**src/rtl/hs_pkg.sv**
```systemverilog
package hs_pkg;
  typedef enum logic [1:0] {
    ST_IDLE = 2'd0,
    ST_WAIT = 2'd1,
    ST_DONE = 2'd2
  } hs_state_e;

  localparam logic CMD_READ  = 1'b0;
  localparam logic CMD_WRITE = 1'b1;

  // width of a counter able to hold the value n
  function automatic int cnt_width(input int n);
    return (n < 2) ? 1 : $clog2(n + 1);
  endfunction
endpackage

```
**src/rtl/hs_sync.sv**
```systemverilog
module hs_sync #(
  parameter int STAGES    = 2,
  parameter bit RESET_VAL = 1'b1
) (
  input  logic clk,
  input  logic rst_n,
  input  logic d_async,
  output logic q_sync
);
  logic [STAGES-1:0] chain;

  always_ff @(posedge clk or negedge rst_n) begin
    if (!rst_n) chain <= {STAGES{RESET_VAL}};
    else        chain <= {chain[STAGES-2:0], d_async};
  end

  assign q_sync = chain[STAGES-1];
endmodule

```
**src/rtl/hs_ctrl.sv**
```systemverilog
module hs_ctrl
  import hs_pkg::*;
#(
  parameter int ACK_DELAY = 1
) (
  input  logic clk,
  input  logic rst_n,
  input  logic req_s,     // synchronised request, active low
  input  logic hit,       // address decodes to this target
  output logic accept,    // request taken this cycle
  output logic busy,      // a transaction is open
  output logic ack_n,
  output logic dly_done
);
  localparam int CW = cnt_width(ACK_DELAY);
  localparam logic [CW-1:0] LAST = CW'(ACK_DELAY - 1);

  hs_state_e state, state_nx;
  logic [CW-1:0] cnt;

  assign accept   = (state == ST_IDLE) && !req_s && hit;
  assign dly_done = (state == ST_WAIT) && (cnt == LAST);
  assign busy     = (state != ST_IDLE);
  assign ack_n    = (state != ST_DONE);

  always_comb begin
    state_nx = state;
    unique case (state)
      ST_IDLE: if (accept)   state_nx = ST_WAIT;
      ST_WAIT: if (dly_done) state_nx = ST_DONE;
      ST_DONE: if (req_s)    state_nx = ST_IDLE;
      default:               state_nx = ST_IDLE;
    endcase
  end

  always_ff @(posedge clk or negedge rst_n) begin
    if (!rst_n) begin
      state <= ST_IDLE;
      cnt   <= '0;
    end else begin
      state <= state_nx;
      if (state == ST_WAIT && !dly_done) cnt <= cnt + 1'b1;
      else                               cnt <= '0;
    end
  end


  ack_after_delay_chk: assert property (@(posedge clk) disable iff (!rst_n)
    accept |=> ack_n && busy);


  ack_hold_chk: assert property (@(posedge clk) disable iff (!rst_n)
    $rose(ack_n) |-> $past(req_s));


  ack_release_chk: assert property (@(posedge clk) disable iff (!rst_n)
    (!ack_n && req_s) |=> ack_n);
endmodule

```
**src/rtl/hs_regs.sv**
```systemverilog
module hs_regs
  import hs_pkg::*;
#(
  parameter int          ADDR_W   = 8,
  parameter logic [ADDR_W-1:0] BTN_ADDR = 8'h04,
  parameter logic [ADDR_W-1:0] LED_ADDR = 8'h05
) (
  input  logic              clk,
  input  logic              rst_n,
  input  logic              accept,
  input  logic              cmd,
  input  logic [ADDR_W-1:0] addr,
  input  logic              wdata_lsb,
  input  logic              button,
  output logic              hit,
  output logic              rd_btn_q,
  output logic              btn_q,
  output logic              led
);
  function automatic logic addr_hit(input logic [ADDR_W-1:0] a);
    return (a == BTN_ADDR) || (a == LED_ADDR);
  endfunction

  logic led_wr_ev;
  logic btn_rd_ev;

  assign hit       = addr_hit(addr);
  assign led_wr_ev = accept && (cmd == CMD_WRITE) && (addr == LED_ADDR);
  assign btn_rd_ev = accept && (cmd == CMD_READ)  && (addr == BTN_ADDR);

  always_ff @(posedge clk or negedge rst_n) begin
    if (!rst_n) begin
      led      <= 1'b0;
      rd_btn_q <= 1'b0;
      btn_q    <= 1'b0;
    end else begin
      if (led_wr_ev) led <= wdata_lsb;
      if (accept) begin
        rd_btn_q <= btn_rd_ev;
        btn_q    <= button;
      end
    end
  end


  led_write_only_chk: assert property (@(posedge clk) disable iff (!rst_n)
    !$stable(led) |-> $past(led_wr_ev));
endmodule

```
**src/rtl/hs_io_target.sv**
```systemverilog
module hs_io_target
  import hs_pkg::*;
#(
  parameter int ADDR_W      = 8,
  parameter int DATA_W      = 8,
  parameter int ACK_DELAY   = 1,
  parameter int SYNC_STAGES = 2,
  parameter logic [ADDR_W-1:0] BTN_ADDR = 8'h04,
  parameter logic [ADDR_W-1:0] LED_ADDR = 8'h05
) (
  input  logic              clk,
  input  logic              rst_n,
  input  logic              req_n,
  input  logic              cmd,
  input  logic [ADDR_W-1:0] addr,
  input  logic [DATA_W-1:0] wdata,
  output logic [DATA_W-1:0] rdata,
  output logic              rdata_oe,
  output logic              ack_n,
  input  logic              button,
  output logic              led
);
  function automatic logic [DATA_W-1:0] btn_word(input logic b);
    return {{(DATA_W-1){1'b0}}, b};
  endfunction

  logic req_s, hit, accept, busy, dly_done, rd_btn_q, btn_q;
  logic unused_wdata_hi;
  assign unused_wdata_hi = ^wdata[DATA_W-1:1];

  hs_sync #(.STAGES(SYNC_STAGES), .RESET_VAL(1'b1)) u_sync (
    .clk(clk), .rst_n(rst_n), .d_async(req_n), .q_sync(req_s)
  );

  hs_ctrl #(.ACK_DELAY(ACK_DELAY)) u_ctrl (
    .clk(clk), .rst_n(rst_n), .req_s(req_s), .hit(hit),
    .accept(accept), .busy(busy), .ack_n(ack_n), .dly_done(dly_done)
  );

  hs_regs #(.ADDR_W(ADDR_W), .BTN_ADDR(BTN_ADDR), .LED_ADDR(LED_ADDR)) u_regs (
    .clk(clk), .rst_n(rst_n), .accept(accept), .cmd(cmd), .addr(addr),
    .wdata_lsb(wdata[0]), .button(button), .hit(hit),
    .rd_btn_q(rd_btn_q), .btn_q(btn_q), .led(led)
  );

  assign rdata_oe = busy && rd_btn_q;
  assign rdata    = rdata_oe ? btn_word(btn_q) : '0;


  data_before_ack_chk: assert property (@(posedge clk) disable iff (!rst_n)
    ($fell(ack_n) && rdata_oe) |-> $past(rdata_oe));


  oe_release_chk: assert property (@(posedge clk) disable iff (!rst_n)
    $fell(rdata_oe) |-> $past(req_s));


  ack_needs_wait_chk: assert property (@(posedge clk) disable iff (!rst_n)
    $fell(ack_n) |-> $past(dly_done));
endmodule

```
**config.mk**
```make
export PLATFORM = sky130hd
export DESIGN_NAME = hs_io_target
export DESIGN_NICKNAME = d
export VERILOG_FILES = /design/src/rtl/hs_pkg.sv /design/src/rtl/hs_sync.sv /design/src/rtl/hs_ctrl.sv /design/src/rtl/hs_regs.sv /design/src/rtl/hs_io_target.sv
export SDC_FILE = /design/constraint.sdc
export NUM_CORES = 1
export LEC_CHECK = 0
export BUFFER_PORTS_ARGS = -buffer_cell sky130_fd_sc_hd__buf_2
export CAP_MARGIN = 20
export CELL_PAD_IN_SITES_DETAIL_PLACEMENT = 1
export CELL_PAD_IN_SITES_GLOBAL_PLACEMENT = 2
export CORE_MARGIN = 2
export CORE_UTILIZATION = 21
export CTS_CLUSTER_DIAMETER = 200
export DETAILED_ROUTE_END_ITERATION = 8
export HOLD_SLACK_MARGIN = 0.06
export PLACE_DENSITY_LB_ADDON = 0.25
export SLEW_MARGIN = 0
export SYNTH_ARGS = -nofsm -noshare
export SYNTH_HDL_FRONTEND = slang
export SYNTH_SLANG_ARGS = --single-unit
```
**constraint.sdc**
```tcl
create_clock -name clk -period 4.05 [get_ports clk]
set_clock_uncertainty 0.15 [all_clocks]
set_input_delay 0.2025 -clock clk [delete_from_list [all_inputs] [get_ports clk]]
set_output_delay 0.2025 -clock clk [all_outputs]
set_load 0.02 [all_outputs]
```
### Yosys cells after proc, flatten, opt, wreduce, memory -nomap -nowiden

Cells that the tools add are included.

* register bits: 8
* latch bits: 0
* memory bits (writable): 0
* memory bits (read-only): 0
* output and inout port bits: 11
* memories: 0

* add/subtract/negate cells: 1
* multipliers: 0
* divide/modulo/power cells: 0
* $lt $le $gt $ge: 0
* equal/unequal tests: 8
* shift operators: 0
* mux-type cells: 6
* bitwise operators: 2
* reduce and logical (&&, ||, !) cells: 15

Operators by type and width (count)
* $eq A8 B3 Y1 const B: 2
* $logic_and A1 B1 Y1: 9
* $mux W2: 3
* $pmux W2 S3: 1
* $ne A2 B1 Y1 const B: 2
* $ne A2 B2 Y1 const B: 2
* $reduce_and A3 Y1: 1
* $eq A2 B1 Y1 const B: 1
* $eq A2 B2 Y1 const B: 1
* $logic_not A1 Y1: 2
* $logic_not A2 Y1: 1
* $mux W1: 2
* $not A1 Y1: 2
* $reduce_bool A2 Y1: 1
* $add A1 B1 Y1 const B: 1
* $logic_or A1 B1 Y1: 1

### Longest topological paths before layout

* depth in word-level cells: 5
* depth in mapped cells: 3
* depth with buffers taken out: 3

### Cells and area by module

From an unflattened synthesis, not the netlist that was laid out.

* cells, all modules: 37
* area total of the unflattened synthesis: 437.9 sq um

By module, submodules not included
* hs_regs: times used 1, cells an instance 14, area an instance 176.4 sq um, seq. area each 75.1 sq um
* hs_ctrl: times used 1, cells an instance 11, area an instance 140.1 sq um, seq. area each 75.1 sq um
* hs_io_target: times used 1, cells an instance 10, area an instance 68.8 sq um, seq. area each 0.0 sq um
* hs_sync: times used 1, cells an instance 2, area an instance 52.6 sq um, seq. area each 52.6 sq um

### Worst setup path before layout

Ideal clock, no wire load.

* path kind: register to register
* start point: reg u_ctrl.state[1]
* end point: reg u_regs.btn_q
* library setup time: 0.125 ns
* arrival time: 1.053 ns
* required time: 3.775 ns
* path slack: 2.722 ns
* stages on the path, launching flop included: 4
* path buffers: 0
* period minus slack after synthesis: 1.328 ns
* cell sequence: dfrtp_1 > nor4b_2 > nand3_1 > mux2_2

* word-level cells in the longest chain between the ends: 3

Ends and longest elaborated chain
* start, declared: line hs_ctrl.sv:18 `hs_state_e state, state_nx;`
* start signal, assigned: line hs_ctrl.sv:41 `state <= state_nx;`
* $logic_not A2 Y1: line hs_ctrl.sv:21 `assign accept = (state == ST_IDLE) && !req_s && hit;`
* $logic_and A1 B1 Y1 (2 in series): line hs_ctrl.sv:21
* end signal, assigned: line hs_regs.sv:40 `btn_q <= button;`
* end, declared: line hs_regs.sv:17 `output logic btn_q,`

No other way between the ends.
A chain may end at the register's enable or synchronous reset.

### Worst setup path in the final report

* start point: reg u_ctrl.state[1]
* end point: out rdata[0]

* word-level cells in the longest chain between the ends: 3

Ends and longest elaborated chain
* $reduce_bool A2 Y1: line hs_ctrl.sv:23 `assign busy = (state != ST_IDLE);`
* $logic_and A1 B1 Y1: line hs_io_target.sv:46 `assign rdata_oe = busy && rd_btn_q;`
* $mux W1: line hs_io_target.sv:47 `assign rdata = rdata_oe ? btn_word(btn_q) : '0;`
* end, declared: line hs_io_target.sv:17 `output logic [DATA_W-1:0] rdata,`

No other way between the ends.

==> flow_summary.toml <==
[status]
run_status = "finished clean"

[floorplan]
core_sq_um = 1764
initial_utilization = 0.2262
die_area_sq_um = 2265
boundaryPins = 32
core.rowCount = 15
dieHeight_um = 47.60
die_w_um = 47.60

[synth]
synth_commonest_cells = "sky130_fd_sc_hd__buf_4, sky130_fd_sc_hd__dfrtp_1, sky130_fd_sc_hd__mux2_2"
synthCells = 34
synth.most_common_cell = "sky130_fd_sc_hd__buf_4"
synth_area_sq_um = 399.1
synth_top_cell_by_area = "sky130_fd_sc_hd__dfrtp_1"
async_flop_share = 1.000
synth.top_cells.by_area = "sky130_fd_sc_hd__dfrtp_1, sky130_fd_sc_hd__buf_4, sky130_fd_sc_hd__dfstp_2"
count_of_flip_flops_with_a_built_in_enable_after_synthesis = 0
netlist.area_leader.share = 0.3762
synth-seq-area-share = 0.5078
synthesized_area_per_cell_sq_um = 11.74
ys_warn_count = 0
synth.ff_latch_count = 8
synth_flop_cell = "sky130_fd_sc_hd__dfrtp_1"
synth_unique_cells = 17

[drt]
drt_pass1_iterations = 2
detail_route.vias_per_cell = 3.583
dr.first_iter.drc_count = 4
drc = 0
routedWlPerCell_um = 8.821
drt_wl_total_um = 741
detailroute.via_count = 301
ant_nets = 0

[sta]
setup-violations-final = 0
rsz0062_at_grt = "no"
final_critical_path_setup_slack_ns = 2.526
period_needed_ns = 1.524
tns_ns = 0
achievable-frequency_mhz = 656.2
final_hold_violation_count = 0
count_of_pins_over_their_slew_limit = 0
final.period_utilization = 0.3763

[critical_path]
path_max_fanout = 5
cell_family_with_the_largest_share_of_critical_path_delay = "flip-flops"
start_kind = "flip-flop"
cell_chain_critical_path = "o21a_1, and2_1, buf_2"
crit_arrival_ns = 1.17
slowest_stage = "sky130_fd_sc_hd__dfrtp_1"
path_buf_inv = 1
data_required_critical_path_ns = 3.70
worstSetupPathType = "flip-flop to output pin"
critical_path.endpoint_type = "output pin"
timing.critical_path.slowest_cell_delay_ns = 0.41

[clocking]
numCtsBuffers = 3
clk_path_buf_depth = 2
ctsResizeCount = 0
clock_insertion_delay_worst_skew_ns = 0.25
cts_max_level = 1
clock_tree_from_tritoncts = "done"
clock_sinks = 8
cts_post_setup_buffers_inserted = 0
cts.root.buffer_cell = "sky130_fd_sc_hd__clkbuf_4"
hold_buffers = 4
clk_pin_slew_ns = 0.06

[place]
io_buffers = 17
gp_congestion = 0.6447
pre_cts_slack_ns = 2.580
dpl_wire_length_um = 568

[finish]
antenna_cells = 0
synthToLayoutAreaGrowth_pct = 39.18
drive_above_1_share = 0.4576
num-nets-final = 81

[power]
power_leakage_nw = 0.2769
switching_power_mw = 0.04057
combPwrFrac = 0.132
cellPowerDensity_nw_per_um2 = 309.8
seq_power_share = 0.495
power.clock.fraction = 0.373
vdd.ir_drop.worst_v = 0.0001447
internal_power_mw = 0.1315
swShare = 0.2357

[flow_run]
max_cap_viols = 0

[global_routing]
grt_use_total = 0.07573
number_of_antenna_violations_at_the_first_check_in_global_routing = 0
maximum_number_of_pins_on_one_net_before_global_route_repair = 9
gr-total-overflow = 0
grt_pass1_wl_mm = 1.117
number_of_global_route_vias_before_repair = 284

[worst_hold_path]
hold_class = "input pin to flip-flop"
-- power by group through the flow --
stage / registers (mW) / logic (mW) / clock network, mW
2_1_floorplan: 0.0865 / 0.0150 / 0
3_3_place_gp: 0.0866 / 0.0197 / 0
3_5_place_dp: 0.0865 / 0.0199 / 0
4_1_cts: 0.0852 / 0.0228 / 0.0678
5_1_grt: 0.0854 / 0.0251 / 0.0730
6_report: 0.0852 / 0.0227 / 0.0642
-- area by class of cell --
class / instances / area, sq um
Sequential cell: 8 / 202.7
Timing Repair Buffer: 21 / 125.1
Clock buffer: 4 / 26.28
Fill cell: 226 / 1209
Multi-Input combinational cell: 25 / 166.4
Tap cell: 25 / 31.28
Inverter: 1 / 3.754
-- per-stage QoR --
step                hold WS (ns)  area, sq um  std cells  power, mW    util
global route              0.1605        555.5         84     0.1836  0.3149
global placement        -0.09683        489.2         76     0.1063  0.2773
CTS                       0.1523        555.5         84     0.1758  0.3149
floorplan                -0.2431        425.4         41     0.1016       -
detailed placement      -0.09892        489.2         76     0.1064  0.2773
finish                    0.1527        555.5         84     0.1721  0.3149
-- tightest hold or removal path, delay by kind of cell --
kind,cells,cell delay (ns)
simple gates,1,0.08
buf+inv,1,0.10
mux,1,0.14
-- path summary, 6_finish.rpt --
| kind | startpoint | end | cells after the start | slack [ns] |
|---|---|---|---|---|
| min in group asynchronous | rst_n | u_regs.btn_q$_DFFE_PN0P_ | 2 | 0.16 |
| worst max register to register | u_ctrl.state[1]$_DFFE_PN0P_ | u_regs.rd_btn_q$_DFFE_PN0P_ | 3 | 2.61 |
| worst min register to register | u_sync.chain[0]$_DFF_PN1_ | u_sync.chain[1]$_DFF_PN1_ | 0 | 0.21 |
| worst min-delay path | cmd | u_regs.rd_btn_q$_DFFE_PN0P_ | 3 | 0.15 |
| max in group asynchronous | rst_n | u_sync.chain[1]$_DFF_PN1_ | 2 | 3.34 |
| worst max-delay path | u_ctrl.state[1]$_DFFE_PN0P_ | rdata[0] | 3 | 2.53 |
-- cell families (layout without fill, tap and decap cells) --
kind of cell,count (synthesis),after routing,synth area share
other,1,8,0.009395
buffers and inverters,8,26,0.1411
and+or+nand+nor,11,11,0.2132
muxes,3,3,0.08463
DFF,8,8,0.5078
AOI/OAI and AO/OA,3,3,0.04390
-- routing by layer --
metal  part of all wire  GRT usage  up-vias
met2               0.45     0.1135       21
met3               0.11    0.02264        0
li1                   -          -      147
met1               0.44    0.08756      133
met5                  0          0        -
met4                  0    0.06486        0
-- sequential cells by signal (all words and copies together) (netlist names) --
name,flops
u_ctrl.state,2
u_regs.led,1
u_ctrl.cnt,1
u_regs.btn_q,1
u_regs.rd_btn_q,1
u_sync.chain,2
-- cell usage in the layout (no fill, tap or decap) --
cell type,instances
sky130_fd_sc_hd__inv_1,1
sky130_fd_sc_hd__o21a_1,1
sky130_fd_sc_hd__mux2_2,3
sky130_fd_sc_hd__or2b_1,1
sky130_fd_sc_hd__nor4_4,1
sky130_fd_sc_hd__nand2_1,1
sky130_fd_sc_hd__nand4_1,1
sky130_fd_sc_hd__dlygate4sd3_1,4
sky130_fd_sc_hd__and2_1,2
sky130_fd_sc_hd__nor2_1,2
sky130_fd_sc_hd__nand2b_1,1
sky130_fd_sc_hd__nand3_1,1
sky130_fd_sc_hd__buf_2,17
sky130_fd_sc_hd__clkbuf_1,1
sky130_fd_sc_hd__clkbuf_4,3
sky130_fd_sc_hd__dfstp_2,2
sky130_fd_sc_hd__dfrtp_1,6
sky130_fd_sc_hd__nor4b_2,1
sky130_fd_sc_hd__conb_1,8
sky130_fd_sc_hd__o21ai_0,2
No activity file was read; power rests on OpenSTA's default activity.
